$ cat src/rtl/sec_pkg.sv
package sec_pkg;
    localparam int SP_BYTES = 32;
    localparam int SP_OW    = $clog2(SP_BYTES);

    localparam logic [7:0] OP_WRITE_SP = 8'h0F;
    localparam logic [7:0] OP_READ_SP  = 8'hAA;
    localparam logic [7:0] OP_COPY_SP  = 8'h55;
    localparam logic [7:0] OP_READ_MEM = 8'hF0;
    localparam logic [7:0] TOGGLE_BYTE = 8'hAA;
    localparam logic [15:0] CRC_POLY_REF = 16'hA001;

    typedef enum logic [3:0] {
        S_IDLE, S_OPC, S_WA_LO, S_WA_HI, S_WDATA, S_WCRC, S_RS,
        S_CA, S_COPY, S_TOGGLE, S_RA_LO, S_RA_HI, S_RFETCH, S_RSEND, S_HALT
    } sec_state_e;
endpackage

$ cat src/rtl/sec_crc16_step.sv
module sec_crc16_step #(
    parameter logic [15:0] POLY = 16'hA001
) (
    input  logic [15:0] crc_in,
    input  logic [7:0]  din,
    output logic [15:0] crc_out
);
    always_comb begin
        logic [15:0] c;
        logic        fb;
        c = crc_in;
        for (int i = 0; i < 8; i++) begin
            fb = c[0] ^ din[i];
            c  = c >> 1;
            if (fb) c = c ^ POLY;
        end
        crc_out = c;
    end
endmodule

$ cat src/rtl/sec_scratch.sv
module sec_scratch #(
    parameter int BYTES = 32,
    localparam int OW = $clog2(BYTES)
) (
    input  logic          clk,
    input  logic          we,
    input  logic [OW-1:0] widx,
    input  logic [7:0]    wdata,
    input  logic [OW-1:0] ridx,
    output logic [7:0]    rdata
);
    logic [7:0] slot [BYTES];

    always_ff @(posedge clk) begin
        if (we) slot[widx] <= wdata;
    end

    assign rdata = slot[ridx];
endmodule

$ cat src/rtl/sec_sync_ram.sv
module sec_sync_ram #(
    parameter int DEPTH = 128,
    localparam int AW = $clog2(DEPTH)
) (
    input  logic          clk,
    input  logic          we,
    input  logic [AW-1:0] waddr,
    input  logic [7:0]    wdata,
    input  logic          re,
    input  logic [AW-1:0] raddr,
    output logic [7:0]    rdata
);
    logic [7:0] cells [DEPTH];

    always_ff @(posedge clk) begin
        if (we) cells[waddr] <= wdata;
        if (re) rdata <= cells[raddr];
    end
endmodule

$ cat src/rtl/scratch_eeprom_ctrl.sv
module scratch_eeprom_ctrl
    import sec_pkg::*;
#(
    parameter int MEM_BYTES  = 128,
    parameter int READ_LIMIT = 0
) (
    input  logic       clk,
    input  logic       rst_n,
    input  logic       line_rst,
    input  logic       sel,
    input  logic       rx_vld,
    input  logic [7:0] rx_byte,
    output logic       tx_avail,
    output logic [7:0] tx_byte,
    input  logic       tx_take
);
    localparam int AW = $clog2(MEM_BYTES);
    localparam logic [16:0] MEM_END = 17'(MEM_BYTES);
    localparam logic [16:0] LIM     = 17'(READ_LIMIT);
    localparam logic [SP_OW-1:0] SP_LAST = SP_OW'(SP_BYTES - 1);

    sec_state_e state, state_d;

    logic [15:0]      ta;
    logic [SP_OW-1:0] es_end;
    logic             pf, aa;
    logic [SP_OW-1:0] wp;
    logic [15:0]      crc;
    logic [5:0]       cnt;
    logic [15:0]      ptr;
    logic [15:0]      sent;
    logic             oor;

    logic [7:0]  es_byte;
    logic [15:0] crc_in, crc_out;
    logic        sp_we;
    logic [SP_OW-1:0] sp_ridx;
    logic [7:0]  sp_rdata;
    logic        ram_we, ram_re;
    logic [AW-1:0] ram_waddr;
    logic [7:0]  ram_rdata;
    logic        ta_in_range, auth_ok, limit_hit, last_addr;
    logic [7:0]  auth_exp;

    assign es_byte     = {pf, 1'b0, aa, es_end};
    assign ta_in_range = ({1'b0, ta} < MEM_END);
    assign limit_hit   = (LIM != 17'd0) && (({1'b0, sent} + 17'd1) == LIM);
    assign last_addr   = !oor && (({1'b0, ptr} + 17'd1) == MEM_END);

    always_comb begin
        unique case (cnt[1:0])
            2'd0:    auth_exp = ta[7:0];
            2'd1:    auth_exp = ta[15:8];
            default: auth_exp = es_byte;
        endcase
    end
    assign auth_ok = (rx_byte == auth_exp);

    // CRC step over the incoming byte; chain restarts at the opcode
    assign crc_in = (state == S_OPC) ? 16'h0000 : crc;
    sec_crc16_step #(.POLY(CRC_POLY_REF)) u_crc (
        .crc_in (crc_in),
        .din    (rx_byte),
        .crc_out(crc_out)
    );

    assign sp_we   = (state == S_WDATA) && rx_vld && !line_rst;
    assign sp_ridx = (state == S_COPY) ? cnt[SP_OW-1:0] : wp;
    sec_scratch #(.BYTES(SP_BYTES)) u_sp (
        .clk  (clk),
        .we   (sp_we),
        .widx (wp),
        .wdata(rx_byte),
        .ridx (sp_ridx),
        .rdata(sp_rdata)
    );

    assign ram_we    = (state == S_COPY) && !line_rst;
    assign ram_waddr = AW'({ta[15:SP_OW], cnt[SP_OW-1:0]});
    assign ram_re    = (state == S_RFETCH) && !oor;
    sec_sync_ram #(.DEPTH(MEM_BYTES)) u_ram (
        .clk  (clk),
        .we   (ram_we),
        .waddr(ram_waddr),
        .wdata(sp_rdata),
        .re   (ram_re),
        .raddr(ptr[AW-1:0]),
        .rdata(ram_rdata)
    );

    // next-state logic
    always_comb begin
        state_d = state;
        if (line_rst) begin
            state_d = S_IDLE;
        end else begin
            unique case (state)
                S_IDLE:   if (sel) state_d = S_OPC;
                S_OPC: if (rx_vld) begin
                    case (rx_byte)
                        OP_WRITE_SP: state_d = S_WA_LO;
                        OP_READ_SP:  state_d = S_RS;
                        OP_COPY_SP:  state_d = S_CA;
                        OP_READ_MEM: state_d = S_RA_LO;
                        default:     state_d = S_HALT;
                    endcase
                end
                S_WA_LO:  if (rx_vld) state_d = S_WA_HI;
                S_WA_HI:  if (rx_vld) state_d = S_WDATA;
                S_WDATA:  if (rx_vld && wp == SP_LAST) state_d = S_WCRC;
                S_WCRC:   if (tx_take && cnt[0]) state_d = S_HALT;
                S_RS:     if (tx_take && cnt >= 6'd3 && wp == SP_LAST) state_d = S_HALT;
                S_CA: if (rx_vld) begin
                    if (!auth_ok) state_d = S_HALT;
                    else if (cnt == 6'd2) state_d = ta_in_range ? S_COPY : S_HALT;
                end
                S_COPY:   if (cnt == 6'(SP_BYTES - 1)) state_d = S_TOGGLE;
                S_TOGGLE: state_d = S_TOGGLE;
                S_RA_LO:  if (rx_vld) state_d = S_RA_HI;
                S_RA_HI:  if (rx_vld) state_d = S_RFETCH;
                S_RFETCH: state_d = S_RSEND;
                S_RSEND:  if (tx_take) state_d = (limit_hit || last_addr) ? S_HALT : S_RFETCH;
                S_HALT:   state_d = S_HALT;
                default:  state_d = S_IDLE;
            endcase
        end
    end

    // state register
    always_ff @(posedge clk or negedge rst_n) begin
        if (!rst_n) state <= S_IDLE;
        else        state <= state_d;
    end

    // datapath registers
    always_ff @(posedge clk or negedge rst_n) begin
        if (!rst_n) begin
            ta <= '0; es_end <= '0; pf <= 1'b0; aa <= 1'b0; wp <= '0;
            crc <= '0; cnt <= '0; ptr <= '0; sent <= '0; oor <= 1'b0;
        end else if (!line_rst) begin
            unique case (state)
                S_OPC: if (rx_vld) begin
                    crc <= crc_out;
                    cnt <= '0;
                    wp  <= ta[SP_OW-1:0];
                    if (rx_byte == OP_WRITE_SP) begin
                        pf <= 1'b1;
                        aa <= 1'b0;
                    end
                end
                S_WA_LO: if (rx_vld) begin
                    ta[7:0] <= rx_byte;
                    crc     <= crc_out;
                end
                S_WA_HI: if (rx_vld) begin
                    ta[15:8] <= rx_byte;
                    es_end   <= ta[SP_OW-1:0];
                    wp       <= ta[SP_OW-1:0];
                    crc      <= crc_out;
                end
                S_WDATA: if (rx_vld) begin
                    es_end <= wp;
                    crc    <= crc_out;
                    if (wp == SP_LAST) begin
                        pf  <= 1'b0;
                        cnt <= '0;
                    end else begin
                        wp <= wp + 1'b1;
                    end
                end
                S_WCRC: if (tx_take) cnt <= cnt + 1'b1;
                S_RS: if (tx_take) begin
                    if (cnt < 6'd3) cnt <= cnt + 1'b1;
                    else            wp  <= wp + 1'b1;
                end
                S_CA: if (rx_vld && auth_ok) begin
                    if (cnt == 6'd2) begin
                        cnt <= '0;
                        if (ta_in_range) aa <= 1'b1;
                    end else begin
                        cnt <= cnt + 1'b1;
                    end
                end
                S_COPY:  cnt <= cnt + 1'b1;
                S_RA_LO: if (rx_vld) ptr[7:0] <= rx_byte;
                S_RA_HI: if (rx_vld) begin
                    ptr[15:8] <= rx_byte;
                    oor       <= ({1'b0, rx_byte, ptr[7:0]} >= MEM_END);
                    sent      <= '0;
                end
                S_RSEND: if (tx_take) begin
                    ptr  <= ptr + 1'b1;
                    sent <= sent + 1'b1;
                end
                default: ;
            endcase
        end
    end

    // outputs
    always_comb begin
        tx_avail = 1'b0;
        tx_byte  = 8'h00;
        unique case (state)
            S_WCRC: begin
                tx_avail = 1'b1;
                tx_byte  = cnt[0] ? ~crc[15:8] : ~crc[7:0];
            end
            S_RS: begin
                tx_avail = 1'b1;
                case (cnt)
                    6'd0:    tx_byte = ta[7:0];
                    6'd1:    tx_byte = ta[15:8];
                    6'd2:    tx_byte = es_byte;
                    default: tx_byte = sp_rdata;
                endcase
            end
            S_TOGGLE: begin
                tx_avail = 1'b1;
                tx_byte  = TOGGLE_BYTE;
            end
            S_RSEND: begin
                tx_avail = 1'b1;
                tx_byte  = oor ? 8'hFF : ram_rdata;
            end
            default: ;
        endcase
    end

    // partial flag raised by an accepted write command
    p_pf_set_r3: assert property (@(posedge clk) disable iff (!rst_n)
        (state == S_OPC && rx_vld && rx_byte == OP_WRITE_SP && !line_rst) |=> pf);

    // authorised flag dropped by an accepted write command
    p_aa_clear_r12: assert property (@(posedge clk) disable iff (!rst_n)
        (state == S_OPC && rx_vld && rx_byte == OP_WRITE_SP && !line_rst) |=> !aa);

    // CRC only offered once the scratchpad is complete
    p_crc_full_r4: assert property (@(posedge clk) disable iff (!rst_n)
        (state == S_WCRC) |-> !pf);

    // RAM is written only under accepted authorisation
    p_copy_auth_r6: assert property (@(posedge clk) disable iff (!rst_n)
        ram_we |-> aa);

    // no RAM write for an out-of-range section
    p_copy_range_r10: assert property (@(posedge clk) disable iff (!rst_n)
        ram_we |-> ({1'b0, ta} < MEM_END));

    // a bus reset silences the device on the next cycle
    p_reset_quiet_r7: assert property (@(posedge clk) disable iff (!rst_n)
        line_rst |=> !tx_avail);
endmodule

$ cat config.mk
export PLATFORM = sky130hd
export DESIGN_NAME = scratch_eeprom_ctrl
export DESIGN_NICKNAME = d
export VERILOG_FILES = /design/src/rtl/sec_pkg.sv /design/src/rtl/sec_crc16_step.sv /design/src/rtl/sec_scratch.sv /design/src/rtl/sec_sync_ram.sv /design/src/rtl/scratch_eeprom_ctrl.sv
export SDC_FILE = /design/constraint.sdc
export NUM_CORES = 2
export LEC_CHECK = 0
export CORE_UTILIZATION = 55
export CTS_CLUSTER_DIAMETER = 50
export DETAILED_ROUTE_END_ITERATION = 8
export GPL_ROUTABILITY_DRIVEN = 0
export GPL_TIMING_DRIVEN = 1
export PLACE_DENSITY = 0.71
export SLEW_MARGIN = 0
export SYNTH_ARGS = -nofsm -noshare
export SYNTH_HDL_FRONTEND = slang
export SYNTH_SLANG_ARGS = --single-unit
$ cat constraint.sdc
create_clock -name clk -period 4.95 [get_ports clk]
set_input_delay 1.2375 -clock clk [delete_from_list [all_inputs] [get_ports clk]]
set_output_delay 1.2375 -clock clk [all_outputs]
set_load 0.02 [all_outputs]
# Word level (Yosys, flattened, before mapping)
# Memory sizes are Yosys's and may differ from the RTL's. A register that Yosys moved wholly into a read port is not among the register bits.
# Index checks and enable logic that the tools add are counted.
# op_classes
add_sub_neg,4
magnitude_cmp,4
n_eq_ne,55
muxes,71
n_bitwise,19
n_reduce_logical,37
# op_table
operator,n
two-way mux 16 bit,10
two-way mux 4 bit,15
one-hot mux 4 bit (15 select lines),1
two-way mux 6 bit,8
one-hot mux 8 bit (2 select lines),3
one-hot mux 6 bit (6 select lines),1
two-way mux 5 bit,7
one-hot mux 8 bit (4 select lines),1
"inequality test 3 bit, second input constant",10
"== test 4 bit, second input constant",7
"inequality test 2 bit, second input constant",14
two-way mux 8 bit,3
inverter 2 -> 3 bit,8
one-hot mux 8 bit (3 select lines),1
"adder 16 x 1 -> 17 bit, second input constant",1
"== test 17 x 8 -> 1 bit, second input constant",1
"adder 16 x 1 -> 16 bit, second input constant",1
"== test 4 x 3 -> 1 bit, second input constant",4
"== test 8 bit, second input constant",2
">= comparator 16 x 8 -> 1 bit, second input constant",1
"less-than comparator 16 x 8 -> 1 bit, second input constant",1
inverter 8 bit,2
one-hot mux 4 bit (4 select lines),1
one-hot mux 5 bit (3 select lines),1
other kinds (40),86
# word_totals
ff_bits,71
ram_bits,1280
in_bits,14
word_cells,204
mem_count,2
# mem_list
name,depth,width,read_ports,rd_clocked_by_memory_dff,wr,line,rtl
u_ram.cells,128,8,1,1,1,sec_sync_ram.sv:13,logic [7:0] cells [DEPTH];
u_sp.slot,32,8,1,0,1,sec_scratch.sv:12,logic [7:0] slot [BYTES];

# Depth between registers and ports, before layout
# logic_depth
ltp_word,18
depth_mapped,12
mapped_depth_nobuf,10

# Modules after synthesis
# Synthesis repeated with hierarchy kept, for this count alone.
# unflattened
cells_unflattened,2646
area_unflattened_um2,54838.8
# modules_own_cells
module,instances,cells_each,area_each_um2,seq_area_each_um2
sec_sync_ram,1,1635,39745.6,30989.7
sec_scratch,1,409,9893.2,7687.4
scratch_eeprom_ctrl,1,576,4948.5,1776.7
sec_crc16_step,1,26,251.5,0.0

# Least setup slack after synthesis
# OpenSTA, ideal clock, no wires.
# synth_path
path_kind,flip-flop to flip-flop
startpoint,register state[0]
endpoint,"memory u_ram.cells[0][0], data pin"
arrival_ns,3.632
required_time_ns,4.464
slack_ns,0.832
stages_incl_launch_ff,11
path_cell_list,dfrtp_1 > buf_2 > nor4b_2 > mux2i_1 > clkbuf_1 > clkbuf_1 > mux2_2 > o22ai_1 > o21ai_0 > nand4_1 > inv_1
# synth_via
elab_chain_cells,3
# synth_rtl
item,line,rtl
from (decl),scratch_eeprom_ctrl.sv:22,"sec_state_e state, state_d;"
from (signal assigned),scratch_eeprom_ctrl.sv:132,else state <= state_d;
== test 4 bit,scratch_eeprom_ctrl.sv:68,assign sp_ridx = (state == S_COPY) ? cnt[SP_OW-1:0] : wp;
two-way mux 5 bit,scratch_eeprom_ctrl.sv:68,
memory (32 x 8 bit),-,
via sp_rdata[0],scratch_eeprom_ctrl.sv:38,logic [7:0] sp_rdata;
to (decl),sec_sync_ram.sv:13,
# The timed path passes the listed nets, and every way through them passes these cells.

# Worst setup path in the final report
# layout_path
startpoint,register state[2]
endpoint,output tx_byte[3]
# layout_via
elab_chain_cells,5
elab_cells_between_ends,9
# layout_rtl
item,line,rtl
== test 4 bit,scratch_eeprom_ctrl.sv:68,
two-way mux 5 bit,scratch_eeprom_ctrl.sv:68,
memory (32 x 8 bit),-,
one-hot mux 8 bit (3 select lines),scratch_eeprom_ctrl.sv:211,case (cnt)
one-hot mux 8 bit (4 select lines) *,scratch_eeprom_ctrl.sv:204,unique case (state)
to (decl),scratch_eeprom_ctrl.sv:14,"output logic [7:0] tx_byte,"
# Mark *: on every way between the ends. The rest lies on a longest branch, timed or not.

==> impl_metrics.toml <==
[detailed_routing]
maxUsedRoutingLayer = "met5"
wl_um = 128000
firstDrtPassIters = 6
drtAntennaViolNets = 0
wire_per_inst_um = 29.3
vias = 28400
m1WireLength_um = 51500
initialDrtViolationCount = 3454
viasPerCell = 6.52
wl_met2_um = 61700
drc = 0
dr_wl_met3_um = 11000

[logic_synthesis]
synth-edff-count = 1288
netlist_instances = 2879
syn-num-nets = 2905
syn_avg_cell_area_sq_um = 19.2
synth_seq_area_share_pct = 73.3
async_flop_share_pct = 5.22
synth_area_sq_mm = 0.0552
ys_warn_count = 0
ys.flop_type = "edfxtp_1"
ys_ff_latch = 1359
synth.distinct_cells = 69

[setup_path]
start_kind = "flip-flop"
critPathRequiredTime_ps = 3710
critPathKind = "flip-flop to output port"
crit_slowest_cell = "dfrtp_1"
slowest_delay_ps = 400
critical_path.cell_chain = "buf_4 -> clkinvlp_4 -> nand3_1 -> a31oi_2 -> buf_12 -> buf_4 -> o22ai_1 -> o21ai_0 -> nand4_1 -> o21ai_1 -> clkdlybuf4s15_2"
critPathMaxFanout = 31
path_buf_inv = 5
cpMostUsedCell = "buf_4"
crit_arrival_ps = 3650
crit_family = "buffers and inverters"
cp-end-kind = "output port"

[power]
power.density_mw_per_mm2 = 622
max-vdd-ir-drop_uv = 825
p_leak_uw = 0.0191

[job]
max-cap-violations = 0

[timing]
fin_tns_setup_ps = 0
relSlewSlack_pct = 33.7
setup_violations = 0
worst_slew_pin_slew_ps = 995
drv_slew = 0
fin_crit_sh_pct = 98.7
grt_setup_unrepaired = "false"
whs_ps = 509
finalHoldViolCount = 0
period_minus_slack_ps = 4880
fmax_ghz = 0.205
skew_ps = 26.8

[placed_design]
placed_cell_area_sq_mm = 0.0572
placed_cells = 4102
post-dp-hpwl_um = 78100
io_buffers = 22

[layout]
area_growth_pct = 11.9
post-route-util_pct = 62.5
final_cell_count_no_fill = 4359
diodes = 0
drive_gt1_share_pct = 26.8
final_cell_area_sq_mm = 0.0618
num-nets-final = 2990

[clock_network]
clk_latency_ps = 750
cts_root_buffer = "clkbuf_16"
clk_path_buf_depth = 3
cts_buffers = 141
cts_sinks = 1359
hold_buffers = 0
cts_tree = "done"
clk_pin_slew_worst_paths_ps = 60
htreeDepth = 4

[floorplan]
core_sq_mm = 0.0989
floorplan.initialDensity_pct = 55.8
die_h_um = 319
dieArea_sq_mm = 0.102
die_w_um = 319
ios = 23
rows = 115

[global_route]
grt_max_degree = 82
antenna_found_initial = 1
grt_pass1_vias = 28578
grt_usage_pct = 25.7
grt_pass1_wl_um = 191000
globalRoute.totalOverflow = 0

[status]
status = "finished, final reports clean"

[min_path]
hold_path_class = "flip-flop to flip-flop"
[cell families after synthesis]
group / count (synthesis) / synth area share, %
muxes: 511 / 17.0
AOI/OAI and AO/OA: 304 / 3.31
xor gates and xnor gates: 39 / 0.669
adders and majority gates: 12 / 0.272
DFF: 1359 / 73.3
and+or+nand+nor: 459 / 3.87
buffers and inverters: 195 / 1.50
[cell usage after synthesis, types with 9 or more instances]
master / n / area, sq um
mux2_2: 147 / 1660
nand2_1: 97 / 364
nand3_1: 35 / 175
o22ai_1: 74 / 463
a22oi_1: 15 / 113
buf_2: 44 / 220
a21oi_1: 66 / 330
xor2_1: 11 / 96.3
clkbuf_1: 105 / 394
nor3_1: 15 / 75.1
edfxtp_1: 1288 / 38700
buf_1: 16 / 60.1
nand2b_1: 10 / 62.6
o21ai_1: 10 / 50.1
nand4_1: 15 / 93.8
xnor2_1: 26 / 228
o21a_1: 9 / 67.6
mux4_2: 328 / 7390
o21ai_0: 83 / 415
nor2b_1: 12 / 75.1
ha_1: 12 / 150
nor2_1: 217 / 815
inv_1: 22 / 82.6
dfrtp_1: 71 / 1780
mux2i_1: 36 / 360
[cell usage in the layout, fill, tap and decap left out, types with 62 or more instances in the layout]
cell | Yosys | final
buf_4 | 0 | 68
edfxtp_1 | 1288 | 1288
nor2_1 | 217 | 216
a21oi_1 | 66 | 63
o22ai_1 | 74 | 73
nand2_1 | 97 | 94
mux4_2 | 328 | 328
dfrtp_1 | 71 | 68
mux2_2 | 147 | 147
o21ai_0 | 83 | 62
clkbuf_16 | 0 | 144
[routing by layer]
| metal | vias to the layer above | global-route usage (%) |
|---|---|---|
| li1 | 11915 | - |
| met1 | 14851 | 36.6 |
| met2 | 1397 | 40.2 |
| met3 | 235 | 5.56 |
| met4 | 2 | 7.73 |
| met5 | - | 0 |
[path summary, 6_finish.rpt]
kind,from,to,slack (ps),cells past startpoint
min reg2reg,crc[10]$_DFFE_PN0P_,crc[10]$_DFFE_PN0P_,510,2
max,state[2]$_DFFE_PN0P_,tx_byte[3],70,11
min in group asynchronous,rst_n,ta[0]$_DFFE_PN0P_,650,1
min,crc[10]$_DFFE_PN0P_,crc[10]$_DFFE_PN0P_,510,2
max reg2reg,state[2]$_DFFE_PN0P_,u_ram.cells[116][2]$_DFFE_PP_,720,13
max in group asynchronous,rst_n,ptr[0]$_DFFE_PN0P_,3570,1
[state kept, by name, indices dropped and copies added (netlist names), 6 cells and up]
signal / cells
crc: 16
ta: 16
cnt: 6
ptr: 16
u_ram.cells: 1024
u_sp.slot: 256
u_ram.rdata: 8
[report_power, final]
part | leakage [uW] | switching [uW] | total (uW) | internal (uW)
sequential | 0.0124 | 491 | 17100 | 16600
combinational | 0.00458 | 7680 | 11200 | 3560
clock | 0.00216 | 4360 | 10100 | 5760
total | 0.0191 | 12500 | 38400 | 25900
[per-stage QoR]
| step | total power (uW) | worst slack, ps |
|---|---|---|
| floorplan | 23700 | 832 |
| global placement | 27800 | 264 |
| detailed placement | 28300 | 198 |
| CTS | 38500 | 5.04 |
| global route | 39700 | 6.95 |
| finish | 38400 | 66.2 |
[tightest hold or removal path: stages, from the launching register on]
cell and delay (ps):
dfrtp_1 360, nand2_1 50, o21ai_0 60
[what timing repair did]
item                       in CTS  in global routing
pin swaps                       7                  7
setup endpoints to repair       8                  8
buffers inserted                3                  1
cloned                          2                  0
resized for setup              50                 14
[layout make-up]
class	count	area, sq um
Clock buffer	173	3720
Fill cell	6610	37100
Sequential cell	1359	40500
Inverter	24	116
Multi-Input combinational cell	1325	14000
Tap cell	1287	1610
Clock inverter	78	692
Timing Repair Buffer	113	1180
No activity file was read; power rests on OpenSTA's default activity.
